File: config.mk
export PLATFORM = sky130hd
export DESIGN_NAME = idle_tmr
export DESIGN_NICKNAME = d
export VERILOG_FILES = /design/src/rtl/idle_tmr_pkg.sv /design/src/rtl/idle_tmr_counter.sv /design/src/rtl/idle_tmr_edge.sv /design/src/rtl/idle_tmr_flags.sv /design/src/rtl/idle_tmr.sv
export SDC_FILE = /design/constraint.sdc
export NUM_CORES = 1
export LEC_CHECK = 0
export BUFFER_PORTS_ARGS = -buffer_cell sky130_fd_sc_hd__buf_2
export CELL_PAD_IN_SITES_DETAIL_PLACEMENT = 2
export CELL_PAD_IN_SITES_GLOBAL_PLACEMENT = 2
export CORE_AREA = 2 2 44 54
export CTS_CLUSTER_DIAMETER = 150
export CTS_CLUSTER_SIZE = 14
export DETAILED_ROUTE_END_ITERATION = 7
export DIE_AREA = 0 0 46 56
export PLACE_DENSITY_LB_ADDON = 0.1
export RECOVER_POWER = 25
export SLEW_MARGIN = 10
export SYNTH_ARGS = -nofsm -noshare
export SYNTH_HDL_FRONTEND = slang
export SYNTH_SLANG_ARGS = --single-unit
File: constraint.sdc
create_clock -name clk -period 1.9 [get_ports clk]
set_input_delay 0.475 -clock clk [delete_from_list [all_inputs] [get_ports clk]]
set_output_delay 0.475 -clock clk [all_outputs]
set_load 0.02 [all_outputs]
File: src/rtl/idle_tmr_pkg.sv
package idle_tmr_pkg;
    // Exponent of the event period in ticks.
    localparam int unsigned PERIOD_LOG2_DEF = 12;

    typedef struct packed {
        logic pend;
        logic en;
    } flag_state_t;
endpackage

File: src/rtl/idle_tmr_counter.sv
module idle_tmr_counter #(
    parameter int unsigned CNT_W = 13
) (
    input  logic             clk,
    input  logic             rst_n,
    input  logic             tick_i,
    output logic [CNT_W-1:0] cnt_o
);
    typedef struct packed {
        logic [CNT_W-1:0] cnt;
    } cnt_state_t;

    cnt_state_t st_d, st_q;

    always_comb begin
        st_d = st_q;
        if (tick_i) begin
            st_d.cnt = st_q.cnt - CNT_W'(1);
        end
    end

    always_ff @(posedge clk or negedge rst_n) begin
        if (!rst_n) begin
            st_q.cnt <= '1;
        end else begin
            st_q <= st_d;
        end
    end

    assign cnt_o = st_q.cnt;

    // the count stays put on cycles without a tick
    a_r2_hold_without_tick: assert property (@(posedge clk) disable iff (!rst_n)
        !tick_i |=> $stable(cnt_o));
endmodule

File: src/rtl/idle_tmr_edge.sv
module idle_tmr_edge #(
    parameter logic RST_TAP = 1'b1
) (
    input  logic clk,
    input  logic rst_n,
    input  logic tap_i,
    output logic toggle_o
);
    typedef struct packed {
        logic tap;
    } edge_state_t;

    edge_state_t st_d, st_q;

    always_comb begin
        st_d     = st_q;
        st_d.tap = tap_i;
    end

    always_ff @(posedge clk or negedge rst_n) begin
        if (!rst_n) begin
            st_q.tap <= RST_TAP;
        end else begin
            st_q <= st_d;
        end
    end

    assign toggle_o = tap_i ^ st_q.tap;
endmodule

File: src/rtl/idle_tmr_flags.sv
module idle_tmr_flags
    import idle_tmr_pkg::*;
(
    input  logic clk,
    input  logic rst_n,
    input  logic toggle_i,
    input  logic clr_i,
    input  logic we_i,
    input  logic wdata_i,
    output logic pend_o,
    output logic en_o
);
    flag_state_t st_d, st_q;

    always_comb begin
        st_d = st_q;
        if (we_i) begin
            st_d.en = wdata_i;
        end
        if (toggle_i) begin
            st_d.pend = 1'b1;
        end else if (clr_i) begin
            st_d.pend = 1'b0;
        end
    end

    always_ff @(posedge clk or negedge rst_n) begin
        if (!rst_n) begin
            st_q <= '0;
        end else begin
            st_q <= st_d;
        end
    end

    assign pend_o = st_q.pend;
    assign en_o   = st_q.en;

    // a toggle always leaves the flag set, clear or not
    a_r8_set_beats_clear: assert property (@(posedge clk) disable iff (!rst_n)
        toggle_i |=> pend_o);
    // a clear without a competing toggle empties the flag
    a_r7_clear: assert property (@(posedge clk) disable iff (!rst_n)
        (clr_i && !toggle_i) |=> !pend_o);
    // the flag changes only on a toggle or a clear
    a_r3_pend_cause: assert property (@(posedge clk) disable iff (!rst_n)
        (!toggle_i && !clr_i) |=> $stable(pend_o));
    // the enable follows the written value
    a_r6_en_write: assert property (@(posedge clk) disable iff (!rst_n)
        we_i |=> (en_o == $past(wdata_i)));
endmodule

File: src/rtl/idle_tmr.sv
module idle_tmr
    import idle_tmr_pkg::*;
#(
    parameter int unsigned PERIOD_LOG2 = PERIOD_LOG2_DEF
) (
    input  logic clk,
    input  logic rst_n,
    input  logic tick_i,
    input  logic en_we_i,
    input  logic en_wdata_i,
    input  logic pend_clr_i,
    output logic en_o,
    output logic pend_o,
    output logic irq_o
);
    localparam int unsigned CNT_W = PERIOD_LOG2 + 1;
    localparam int unsigned TAP   = PERIOD_LOG2;

    logic [CNT_W-1:0] cnt;
    logic             toggle;
    logic             pend;
    logic             en;

    idle_tmr_counter #(.CNT_W(CNT_W)) u_cnt (
        .clk    (clk),
        .rst_n  (rst_n),
        .tick_i (tick_i),
        .cnt_o  (cnt)
    );

    idle_tmr_edge #(.RST_TAP(1'b1)) u_edge (
        .clk      (clk),
        .rst_n    (rst_n),
        .tap_i    (cnt[TAP]),
        .toggle_o (toggle)
    );

    idle_tmr_flags u_flags (
        .clk      (clk),
        .rst_n    (rst_n),
        .toggle_i (toggle),
        .clr_i    (pend_clr_i),
        .we_i     (en_we_i),
        .wdata_i  (en_wdata_i),
        .pend_o   (pend),
        .en_o     (en)
    );

    assign pend_o = pend;
    assign en_o   = en;
    assign irq_o  = pend & en;

    // a tap change shows as a single-cycle pulse
    a_r3_single_pulse: assert property (@(posedge clk) disable iff (!rst_n)
        toggle |=> !toggle);
    // no interrupt without the enable
    a_r5_gated: assert property (@(posedge clk) disable iff (!rst_n)
        !en_o |-> !irq_o);
    // software strobes do not move the counter
    a_r9_sw_no_count: assert property (@(posedge clk) disable iff (!rst_n)
        (!tick_i && (en_we_i || pend_clr_i)) |=> $stable(cnt));
endmodule

==> results.ini, run 1 <==
[status]
run_status = finished, final reports clean

[die]
die_y_um = 56
core_um2 = 2030
die_width_um = 46
die_area_um2 = 2580
initial_core_util = 0.352
ioPinCount = 9
rows = 18

[timing]
finalClockSkew_ps = 0.981
slew-limit-headroom = 0.453
rsz0062_at_grt = no
hold_viol = 0
tightest_slew_ps = 820
drv_slew = 0
setup_viol_count_final = 0
fin_crit_ps = 1610
period_share = 0.846
fin_setup_tns_ps = 0
fmax_mhz = 622

[critical_path]
crit_fanout = 5
end_kind = flop
cp.arrival_ps = 1820
start_kind = flop
crit_type = flop to flop
cp.required_ps = 2110

[final_layout]
drive_above_1_share = 0.439
nets = 74
fin_util = 0.399
register_area_um2 = 418
syn_to_final_growth_pct = 13.3
multi_input_area_um2 = 279
design_area_um2 = 808
nFillCells = 230
antennaDiodeCount = 0

[clock_tree]
postCtsSetupBuffers = 0
cts-root-buf = clkbuf_4
clock_sinks = 16
cts.repair.resized = 0
clk_pin_slew_ps = 90
clk_path_buf_depth = 2
cts_tree = yes
clock_latency_ps = 280
htreeDepth = 1
postCtsHoldBufs = 0
cts_buffers = 3

[pwr]
p_per_area_nw_per_um2 = 1610
power_leakage_nw = 0.331
peakVddDrop_mv = 0.727
pwr-share-clk = 0.172
comb_power_share = 0.239
p_switching_w = 0.000425
p_sw_frac = 0.327
seqPwrFrac = 0.589
intPower_w = 0.000875

[worst_hold_path]
hp-class = input port to asynchronous set/reset pin

[synth]
synthXorXnorAreaFrac = 0.160
synth_fa_ha_area_frac = 0.0175
yosysWarningCount = 0
ys_ff_latch = 16
syn_nets = 62
synth_area_um2 = 713
ys_types = 22
muxShareOfSynthArea = 0.0298
synth_compound_area_frac = 0.00702
synth_top_family_by_area = simple AND/OR/NAND/NOR gates
synth-seq-area-share = 0.586
syn_inst = 55
synthSimpleGateAreaFrac = 0.177
syn_area_per_cell_um2 = 13.0

[run]
cap_viol_max_count = 0

[grt]
grt_use_met2 = 0.183
antenna_found_initial = 0
use_met1 = 0.139
grt_pass1_wl_um = 2140
grt_use_met3 = 0.0292
grt_most_used_layer = met2
overflow = 0
grt_pass1_vias = 467
grt_max_degree = 17
gr-usage-all-layers = 0.116

[detailed_routing]
routed_wl_um = 1220
detail_route.wl_per_cell_um = 14.2
drt_iter0_drc = 4
drt-vias-per-instance = 5.07
vias = 436
first_pass_iters = 3
ant_nets = 0
drc = 0

[placed_design]
place_hpwl_um = 916
place_congestion = 0.628
io_buffers = 8
placed_cell_area_um2 = 773

## final timing paths
kind	start	end	slack, ps	cells past startpoint
setup reg to reg	u_cnt.cnt_o[0]$_DFFE_PN1P_	u_cnt.cnt_o[5]$_DFFE_PN1P_	290	3
min in group clk	pend_clr_i	u_flags.pend_o$_DFFE_PN0P_	380	2
hold / removal	rst_n	u_flags.pend_o$_DFFE_PN0P_	250	1
setup / recovery	u_cnt.cnt_o[0]$_DFFE_PN1P_	u_cnt.cnt_o[5]$_DFFE_PN1P_	290	3
hold reg to reg	u_cnt.cnt_o[12]$_DFFE_PN1P_	u_edge.st_q$_DFF_PN1_	390	0
max in group asynchronous	rst_n	u_flags.en_o$_DFFE_PN0P_	1150	1
## metrics by stage
| step | total power, W | instances | worst slack (ps) | hold slack (ps) |
|---|---|---|---|---|
| after CTS | 0.00133 | 86 | 256 | 83.9 |
| after detailed placement | 0.00109 | 82 | 111 | 382 |
| final | 0.00130 | 86 | 292 | 251 |
| after global placement | 0.00109 | 82 | 160 | 380 |
| after floorplan | 0.000985 | 55 | 377 | 179 |
| after global routing | 0.00141 | 86 | 208 | 300 |
## cell usage in the layout, fill, tap and decap left out, drive strengths merged, types with 2 or more instances in the layout
cell type	netlist	routed
xor2	6	6
xnor2	7	7
nor2	3	3
nand2	3	3
clkbuf	0	5
inv	3	3
dfstp	14	14
dfrtp	2	2
buf	1	7
nand3	2	2
nor4	4	4
## registers in the layout (all words and copies together), names as in the netlist
name,count
u_cnt.cnt_o,13
u_flags.pend_o,1
u_flags.en_o,1
u_edge.st_q,1
## synthesized netlist by cell type, drive strengths merged
| master | instances | area [um2] |
|---|---|---|
| o21ai | 1 | 5.00 |
| dfstp | 14 | 368 |
| buf | 1 | 5.00 |
| or3 | 1 | 6.26 |
| nor4 | 4 | 46.3 |
| and4bb | 1 | 12.5 |
| nand3 | 2 | 10.0 |
| nand2 | 3 | 11.3 |
| xor2 | 6 | 52.6 |
| nor2 | 3 | 11.3 |
| inv | 3 | 11.3 |
| xnor2 | 7 | 61.3 |
| dfrtp | 2 | 50.1 |
| nor3 | 1 | 5.00 |
| or4b | 1 | 10.0 |
| mux2i | 1 | 10.0 |
| ha | 1 | 12.5 |
| mux2 | 1 | 11.3 |
| and2 | 1 | 6.26 |
| or4 | 1 | 7.51 |
## kinds of logic after synthesis
logic type	count (synthesis)
AND/OR/NAND/NOR	18
adder cells (fa/ha/maj)	1
multiplexers	2
XOR/XNOR	13
AO/OA/AOI/OAI	1
buffers and inverters	4
flip-flops	16
## layer usage
layer | share of wire | routed length (um) | vias to the layer above
met1 | 0.42 | 512 | 218
li1 | - | - | 206
met2 | 0.53 | 641 | 10
met4 | 0.011 | 14 | 0
met3 | 0.042 | 51 | 2
met5 | 0 | 0 | -
## cell type report
type,count,share of cell area
flip-flops and latches,16,0.517
multi-input cells,35,0.345
repair buffers,8,0.0480
clock buffers,4,0.0449
well taps,20,0.0310
inverters,3,0.0139
## worst max-delay path, stage by stage (launching register included)
cell and delay (ps):
dfstp_2 390, or4b_1 670, nor3_1 280, xor2_1 200
## power by group through the flow
stage	logic [W]	clock network, W	registers [W]
floorplan	0.000253	0	0.000732
global placement	0.000312	0	0.000774
detailed placement	0.000320	0	0.000771
CTS	0.000320	0.000236	0.000770
global route	0.000360	0.000255	0.000795
finish	0.000311	0.000223	0.000766
(Power assumes the default switching activity.)
==> run 2: changes to the inputs <==
--- a/config.mk
+++ b/config.mk
@@ -5,14 +5,15 @@
 export SDC_FILE = /design/constraint.sdc
 export NUM_CORES = 1
 export LEC_CHECK = 0
+export ABC_AREA = 1
 export BUFFER_PORTS_ARGS = -buffer_cell sky130_fd_sc_hd__buf_2
 export CELL_PAD_IN_SITES_DETAIL_PLACEMENT = 2
 export CELL_PAD_IN_SITES_GLOBAL_PLACEMENT = 2
-export CORE_AREA = 2 2 44 54
+export CORE_AREA = 2 2 48 59
 export CTS_CLUSTER_DIAMETER = 150
 export CTS_CLUSTER_SIZE = 14
 export DETAILED_ROUTE_END_ITERATION = 7
-export DIE_AREA = 0 0 46 56
+export DIE_AREA = 0 0 50 61
 export PLACE_DENSITY_LB_ADDON = 0.1
 export RECOVER_POWER = 25
 export SLEW_MARGIN = 10
==> constraint.sdc (replaced) <==
create_clock -name clk -period 1.5 [get_ports clk]
set_input_delay 0.375 -clock clk [delete_from_list [all_inputs] [get_ports clk]]
set_output_delay 0.375 -clock clk [all_outputs]
set_load 0.02 [all_outputs]
==> results.ini, run 2 <==
[critical_path]
cp_cell_sequence = nand2_1 > inv_1 > buf_2
cp.required_ps = 1120
crit_slowest_cell = dfrtp_1
crit_fanout = 3
critPathBufInv = 2
r2r_start = u_cnt.cnt_o[0]$_DFFE_PN1P_
crit_type = flop to primary output
end_kind = primary output
worst-r2r-setup-slack_ps = 230
start_kind = flop
r2r_end = u_cnt.cnt_o[6]$_DFFE_PN1P_
max_stage_delay_ps = 400
cp_top_family = flip-flops
cp.arrival_ps = 930
reg2regPathDepth = 5

[detailed_routing]
vias = 605
drt-vias-per-instance = 4.42
drc = 0
routed_wl_um = 1660
ant_nets = 0
first_pass_iters = 3
detail_route.wl_per_cell_um = 12.1
drt_iter0_drc = 7

[timing]
slew-limit-headroom = 0.406
whs_ps = 268
fmax_mhz = 767
finalClockSkew_ps = 2.19
period_share = 0.869
setup_slack_ps = 196
tightest_slew_ps = 892
rsz0062_at_grt = no
fin_setup_tns_ps = 0
setup_viol_count_final = 0
hold_viol = 0
fin_crit_ps = 1300
drv_slew = 0

[worst_hold_path]
hp-class = input port to flop
holdPathEnd = u_flags.pend_o$_DFFE_PN0P_
worstHoldStart = pend_clr_i
hold_depth = 2

[clock_tree]
postCtsSetupBuffers = 0
cts_tree = yes
htreeDepth = 1
clock_latency_ps = 290
clock_sinks = 16
clk_pin_slew_ps = 90
cts_buffers = 3
clk_path_buf_depth = 2
cts.repair.resized = 0
cts-root-buf = clkbuf_4

[final_layout]
layout_common_cells = nand2_1 (23), inv_1 (15), dfstp_2 (13)
final_common_cell = nand2_1
antennaDiodeCount = 0
largest_reg_flops = 13
drive_above_1_share = 0.308
syn_to_final_growth_pct = 16.0
nets = 112

[synth]
synth_area_um2 = 791
synth_area_leaders = dfstp_2 (47%), nand2_1 (11%), inv_1 (7.1%)
synth_ff_type = dfstp_2
ys_ff_latch = 16
yosysWarningCount = 0
syn_area_per_cell_um2 = 8.69
syn_inst = 91
yosysTopAreaCell = dfstp_2
synth_edf_count = 0
synthTopCellsByCount = nand2_1 (23), inv_1 (15), dfstp_2 (14)
netlist.area_leader.share = 0.465
ys_types = 17
yosysMostFrequentCell = nand2_1
async_reset_ff_frac = 1.00
syn_nets = 98
synth-seq-area-share = 0.528

[die]
core_um2 = 2480
rows = 20
die_y_um = 61
initial_core_util = 0.319
die_width_um = 50
ioPinCount = 9
die_area_um2 = 3050

[pwr]
power_leakage_nw = 0.435
p_per_area_nw_per_um2 = 1910
finalPower_w = 0.00176
peakVddDrop_mv = 0.710

[grt]
overflow = 0
antenna_found_initial = 0
gr-usage-all-layers = 0.139
grt_max_degree = 17
grt_pass1_vias = 665
grt_pass1_wl_um = 2970

[placed_design]
place_hpwl_um = 1270
dpl_worst_slack_ps = 226
io_buffers = 8
place_congestion = 0.645

[status]
run_status = finished, final reports clean

[run]
cap_viol_max_count = 0

==> run 2: changes by cell type in the layout (fill, tap and decap cells not counted), moves of 2 or more <==
| cell | before | now |
|---|---|---|
| o21ai_0 | 1 | 3 |
| xor2_1 | 6 | 4 |
| xnor2_1 | 7 | 2 |
| nand4_1 | 0 | 3 |
| nand3b_1 | 0 | 2 |
| nand2_1 | 3 | 23 |
| nor4_1 | 2 | 0 |
| nor2_2 | 0 | 4 |
| inv_1 | 3 | 15 |
| nand3_1 | 2 | 5 |
| nor2_1 | 3 | 9 |
==> run 2: logic make-up (layout without fill, tap and decap cells) <==
kind of cell    Yosys count  in the layout  synth area share
simple gates             48             48             0.280
mux                       1              1            0.0142
fa+ha+maj                 1              1            0.0158
flops                    16             16             0.528
compound gates            3              3            0.0190
buf+inv                  16             29            0.0759
xor+xnor                  6              6            0.0665
==> run 2: cell type report <==
cell class | count | area (um2)
Timing Repair Buffer | 9 | 48.8
Inverter | 16 | 60.1
Clock buffer | 4 | 36.3
Multi-Input combinational cell | 59 | 313
Fill cell | 292 | 1560
Tap cell | 33 | 41.3
Sequential cell | 16 | 418
==> run 2: repair_timing <==
| item | 4_1_cts | 5_1_grt |
|---|---|---|
| hold endpoints to repair | 2 | 0 |
| setup endpoints to repair | 0 | 0 |
| hold buffers | 1 | 0 |
==> run 2: stage by stage <==
stage	utilization	cells	cell area, um2
3_3_place_gp	0.352	132	872
3_5_place_dp	0.352	132	872
5_1_grt	0.370	137	917
2_1_floorplan	-	91	791
4_1_cts	0.371	137	918
6_report	0.370	137	917
==> run 2: how the worst max path moves through the flow <==
stage,endpoint,depth (start not counted),slack [ps],start
6_report,irq_o,3,200,u_flags.pend_o$_DFFE_PN0P_
2_1_floorplan,u_cnt.cnt_o[6]$_DFFE_PN1P_,5,330,u_cnt.cnt_o[0]$_DFFE_PN1P_
5_1_grt,u_cnt.cnt_o[8]$_DFFE_PN1P_,7,30,u_cnt.cnt_o[0]$_DFFE_PN1P_
3_3_place_gp,u_cnt.cnt_o[6]$_DFFE_PN1P_,5,240,u_cnt.cnt_o[0]$_DFFE_PN1P_
3_5_place_dp,u_cnt.cnt_o[6]$_DFFE_PN1P_,5,230,u_cnt.cnt_o[0]$_DFFE_PN1P_
4_1_cts,irq_o,3,170,u_flags.pend_o$_DFFE_PN0P_
==> run 2: metal layers <==
metal | wire length (um) | global-route usage | up-vias
met4 | 34 | 0.0833 | 0
met5 | 0 | 0 | -
li1 | - | - | 301
met1 | 720 | 0.149 | 290
met3 | 34 | 0.0296 | 6
met2 | 875 | 0.252 | 8
==> run 2: power by group <==
part / switching [W] / leakage [nW] / internal (W)
clock: 0.000141 / 0.0210 / 0.000148
combinational: 0.000363 / 0.244 / 0.000211
sequential: 0.000162 / 0.170 / 0.000731
total: 0.000666 / 0.435 / 0.00109
